<file path="src/rtl/shift_pkg.sv">
package shift_pkg;

    typedef enum logic [1:0] {
        FN_LSL = 2'b00,
        FN_LSR = 2'b01,
        FN_ASL = 2'b10,
        FN_ASR = 2'b11
    } shift_fn_e;

    typedef enum logic [1:0] {
        ST_IDLE   = 2'b00,
        ST_SHIFT  = 2'b01,
        ST_FINISH = 2'b10
    } seq_state_e;

endpackage

</file>
<file path="src/rtl/shift_step.sv">
module shift_step
    import shift_pkg::*;
#(
    parameter int WIDTH = 16
) (
    input  logic [WIDTH-1:0] din,
    input  shift_fn_e        fn,
    output logic [WIDTH-1:0] dout,
    output logic             sign_lost
);

    // One position of movement; the sign lane is untouched for arithmetic kinds.
    always_comb begin
        sign_lost = 1'b0;
        unique case (fn)
            FN_LSL: dout = {din[WIDTH-2:0], 1'b0};
            FN_LSR: dout = {1'b0, din[WIDTH-1:1]};
            FN_ASL: begin
                dout      = {din[WIDTH-1], din[WIDTH-3:0], 1'b0};
                sign_lost = din[WIDTH-2] ^ din[WIDTH-1];
            end
            FN_ASR: dout = {din[WIDTH-1], din[WIDTH-1:1]};
            default: dout = din;
        endcase
    end

endmodule

</file>
<file path="src/rtl/shift_ctrl.sv">
module shift_ctrl
    import shift_pkg::*;
#(
    parameter int WIDTH = 16,
    parameter int CNT_W = 5
) (
    input  logic             clk,
    input  logic             rst_n,
    input  logic             start,
    input  logic [CNT_W-1:0] cnt,
    output logic             load,
    output logic             step,
    output logic             done,
    output seq_state_e       state_o
);

    localparam int REM_W = $clog2(WIDTH + 1);

    seq_state_e       state_q, state_d;
    logic [REM_W-1:0] rem_q, rem_d, clamped;

    // Amounts beyond the operand width saturate to WIDTH steps.
    always_comb begin
        if (32'(cnt) >= WIDTH) clamped = REM_W'(WIDTH);
        else                   clamped = REM_W'(cnt);
    end

    always_ff @(posedge clk or negedge rst_n) begin
        if (!rst_n) begin
            state_q <= ST_IDLE;
            rem_q   <= '0;
        end else begin
            state_q <= state_d;
            rem_q   <= rem_d;
        end
    end

    always_comb begin
        state_d = state_q;
        rem_d   = rem_q;
        load    = 1'b0;
        step    = 1'b0;
        done    = 1'b0;
        unique case (state_q)
            ST_IDLE: begin
                if (start) begin
                    load    = 1'b1;
                    rem_d   = clamped;
                    state_d = (clamped == '0) ? ST_FINISH : ST_SHIFT;
                end
            end
            ST_SHIFT: begin
                step  = 1'b1;
                rem_d = rem_q - 1'b1;
                if (rem_q == REM_W'(1)) state_d = ST_FINISH;
            end
            ST_FINISH: begin
                done    = 1'b1;
                state_d = ST_IDLE;
            end
            default: state_d = ST_IDLE;
        endcase
    end

    assign state_o = state_q;

endmodule

</file>
<file path="src/rtl/shift_dpath.sv">
module shift_dpath
    import shift_pkg::*;
#(
    parameter int WIDTH = 16
) (
    input  logic             clk,
    input  logic             rst_n,
    input  logic             load,
    input  logic             step,
    input  shift_fn_e        fn_in,
    input  logic [WIDTH-1:0] opnd,
    output logic [WIDTH-1:0] data_o,
    output logic             ovf_o,
    output shift_fn_e        fn_o
);

    logic [WIDTH-1:0] data_q, stepped;
    logic             ovf_q, lost;
    shift_fn_e        fn_q;

    shift_step #(.WIDTH(WIDTH)) u_step (
        .din       (data_q),
        .fn        (fn_q),
        .dout      (stepped),
        .sign_lost (lost)
    );

    always_ff @(posedge clk or negedge rst_n) begin
        if (!rst_n) begin
            data_q <= '0;
            ovf_q  <= 1'b0;
            fn_q   <= FN_LSL;
        end else if (load) begin
            data_q <= opnd;
            ovf_q  <= 1'b0;
            fn_q   <= fn_in;
        end else if (step) begin
            data_q <= stepped;
            if (lost) ovf_q <= 1'b1;
        end
    end

    assign data_o = data_q;
    assign ovf_o  = ovf_q;
    assign fn_o   = fn_q;

endmodule

</file>
<file path="src/rtl/shift_unit.sv">
module shift_unit
    import shift_pkg::*;
#(
    parameter int WIDTH = 16,
    parameter int CNT_W = 5
) (
    input  logic             clk,
    input  logic             rst_n,
    input  logic             start,
    input  logic [1:0]       fn,
    input  logic [WIDTH-1:0] operand,
    input  logic [CNT_W-1:0] count,
    output logic [WIDTH-1:0] result,
    output logic             done,
    output logic             ovf
);

    logic       load, step;
    seq_state_e seq_state;
    shift_fn_e  active_fn;

    shift_ctrl #(.WIDTH(WIDTH), .CNT_W(CNT_W)) u_ctrl (
        .clk     (clk),
        .rst_n   (rst_n),
        .start   (start),
        .cnt     (count),
        .load    (load),
        .step    (step),
        .done    (done),
        .state_o (seq_state)
    );

    shift_dpath #(.WIDTH(WIDTH)) u_dpath (
        .clk    (clk),
        .rst_n  (rst_n),
        .load   (load),
        .step   (step),
        .fn_in  (shift_fn_e'(fn)),
        .opnd   (operand),
        .data_o (result),
        .ovf_o  (ovf),
        .fn_o   (active_fn)
    );

endmodule

</file>
<file path="config.mk">
export PLATFORM = sky130hd
export DESIGN_NAME = shift_unit
export DESIGN_NICKNAME = d
export VERILOG_FILES = /design/src/rtl/shift_pkg.sv /design/src/rtl/shift_step.sv /design/src/rtl/shift_ctrl.sv /design/src/rtl/shift_dpath.sv /design/src/rtl/shift_unit.sv
export SDC_FILE = /design/constraint.sdc
export NUM_CORES = 1
export LEC_CHECK = 0
export BUFFER_PORTS_ARGS = -buffer_cell sky130_fd_sc_hd__buf_2
export CAP_MARGIN = 20
export CORE_MARGIN = 2
export CORE_UTILIZATION = 30
export DETAILED_ROUTE_END_ITERATION = 8
export PLACE_DENSITY = 0.5
export SYNTH_ARGS = -nofsm -noshare
export SYNTH_HDL_FRONTEND = slang
export SYNTH_SLANG_ARGS = --single-unit
</file>
<file path="constraint.sdc">
create_clock -name clk -period 4 [get_ports clk]
set_input_delay 0 -clock clk [delete_from_list [all_inputs] [get_ports clk]]
set_output_delay 0 -clock clk [all_outputs]
set_load 0.1 [all_outputs]
</file>
==> results.cfg <==
[die]
rows = 26
fp.dieH_um = 77.2
core_area_um2 = 5140
die_width_um = 77.2
pin_count = 44
start_util = 0.313
die_area_um2 = 5960

[placed_design]
dp_hpwl_um = 2780
gp_congestion = 0.705
portBuffers = 43

[clock_tree]
cts_sinks = 26
cts-root-buf = clkbuf_8
post_cts_buffers = 0
clkLatencyLatePin_ns = 0.27
cts_buffers = 3
clkTransAtPathRegs_ns = 0.09
cts_tree = built
clk_path_buf_depth = 2
cts-htree-levels = 1

[grt]
antenna_found_initial = 0
grt_pass1_wl_um = 6720
grt_pass1_vias = 1419
overflow = 0
gr-usage-all-layers = 0.137
grt_max_degree = 27

[synthesis]
synth.distinct_cells = 36
ys_seq_area_frac = 0.405
synth_area_um2 = 1610
syn_inst = 167
syn-num-nets = 195
avgSynthCellArea_um2 = 9.63
synth_warnings = 0
synth.ff_latch_count = 26

[final_layout]
diodes = 0
final_cell_mix = buf_2 (43), dfrtp_1 (26), nor2b_1 (15), mux2_2 (15), o21ai_1 (14)
drive_gt1_frac = 0.316
syn_to_final_growth_pct = 23.9
final_common_cell = buf_2
fin_nets = 238

[drt]
vias_per_cell = 4.88
first_iter_violations = 53
drt_wl_total_um = 3940
via_count = 1361
ant_nets = 0
drt_first_pass_iters = 4
drt-wirelength-per-cell_um = 14.1
drc = 0

[setup_path]
worstReg2RegEnd = u_dpath.fn_o[0]
critPathLaunchType = flop
path_max_fanout = 24
crit_cells = 2
crit_path_top_delay_cell = or3b_1
max_stage_delay_ns = 0.76
r2r_setup_slack_ns = 2.07
worst-setup-path-type = flop to flop
critPathLaunch = u_ctrl.state_o[1]
crit_path_end = u_dpath.fn_o[0]
cp_top_family = simple AND/OR/NAND/NOR gates
rr_worst_depth = 2
worstPathArrival_ns = 2.09
reg2reg_from = u_ctrl.state_o[1]
timing.critical_path.buf_inv = 0
cp.required_ns = 4.16
end_kind = flop
path_cells = or3b_1 -> mux2_1

[worst_hold_path]
hold_path_class = primary input to flop

[sta]
fmax_mhz = 517
period_minus_slack_ns = 1.93
maxSlewHeadroom = 0.526
rsz0062_at_grt = false
slew_viol_final = 0
tightest_slew_ns = 0.710
fin_worst_skew_ns = 0.00562
final.setup.tns_ns = 0
hold_violations = 1
period_share = 0.484
timing.hold.ws_ns = -0.000775
setup_viol = 0

[outcome]
outcome = finished, violations left
violations = negative hold slack

[run]
drv.max_cap_violation_count = 0
==> sequential cells by signal, summed over array words and instances, names as in the netlist <==
name and count:
u_dpath.ovf_o 1, u_ctrl.state_o 2, u_dpath.data_o 16, u_ctrl.rem_q 5, u_dpath.fn_o 2
==> worst reg2reg max path, stage by stage (launching register included) <==
cell and delay [ns]:
dfrtp_1 0.65, or3b_1 0.76, mux2_1 0.42
==> cell usage after synthesis, drive strengths merged <==
master | number | area [um2]
a32oi | 1 | 8.76
mux2i | 9 | 90.1
or3 | 1 | 6.26
o22ai | 2 | 12.5
clkbuf | 10 | 37.5
o21ai | 18 | 90.1
a31oi | 2 | 12.5
or3b | 1 | 8.76
o21a | 1 | 7.51
nor4b | 2 | 17.5
nor2 | 3 | 11.3
or4b | 1 | 13.8
mux2 | 17 | 191
ha | 2 | 25.0
o311ai | 2 | 17.5
a22oi | 7 | 52.6
nor3b | 3 | 22.5
o211ai | 2 | 15.0
o21bai | 2 | 15.0
dfrtp | 26 | 651
inv | 4 | 15.0
o22a | 1 | 8.76
and3b | 1 | 8.76
nand3b | 1 | 7.51
or4 | 1 | 11.3
xnor2 | 1 | 8.76
nor2b | 15 | 93.8
nand2b | 4 | 25.0
buf | 3 | 13.8
nand2 | 12 | 45.0
a21oi | 12 | 63.8
==> per-stage QoR <==
step / instance area, um2 / instances / setup slack, ns / hold slack [ns] / utilization
after floorplan: 1610 / 167 / 1.66 / -0.296 / -
after global placement: 1860 / 267 / 2.01 / 0.0564 / 0.362
after detailed placement: 1860 / 267 / 1.95 / 0.0535 / 0.362
after CTS: 1980 / 278 / 1.95 / 0.00142 / 0.386
after global routing: 1990 / 279 / 1.90 / 0.00316 / 0.388
final: 1990 / 279 / 2.07 / -0.000775 / 0.388
==> logic make-up after synthesis <==
| kind of cell | Yosys count | synth area share |
|---|---|---|
| xor gates and xnor gates | 1 | 0.00545 |
| adders and majority gates | 2 | 0.0156 |
| muxes | 26 | 0.175 |
| AOI/OAI and AO/OA | 50 | 0.189 |
| buffers and inverters | 17 | 0.0412 |
| DFF | 26 | 0.405 |
| and+or+nand+nor | 45 | 0.169 |
==> layer usage <==
layer	track usage	wire length, um	up-vias
li1	-	-	685
met1	0.184	1920	645
met2	0.237	1880	29
met3	0.0200	128	2
met4	0.0214	14	0
met5	0	0	-
==> worst min-delay path by stage <==
stage	start	to	slack [ns]	depth (start not counted)
4_1_cts	operand[13]	u_dpath.data_o[13]	0.001	3
3_3_place_gp	rst_n	u_ctrl.rem_q[0]	0.06	1
3_5_place_dp	rst_n	u_ctrl.rem_q[3]	0.05	1
5_1_grt	operand[13]	u_dpath.data_o[13]	0.003	3
2_1_floorplan	rst_n	u_ctrl.rem_q[0]	-0.30	0
6_report	operand[13]	u_dpath.data_o[13]	-0.0008	3
==> what timing repair did <==
| action | in CTS | in global routing |
|---|---|---|
| resized for setup | 0 | 0 |
| hold buffers | 7 | 0 |
| hold endpoints to repair | 32 | 0 |
==> cell type report <==
class                           instances  area, um2
Timing Repair Buffer                   51        293
Multi-Input combinational cell        124        891
Sequential cell                        26        651
Fill cell                             554       3150
Inverter                                4       15.0
Clock buffer                            4       55.1
Tap cell                               70       87.6
Power is left out: the tool's default activity adds up to more than one toggle a clock period on the data nets, which glitch-free logic cannot reach.
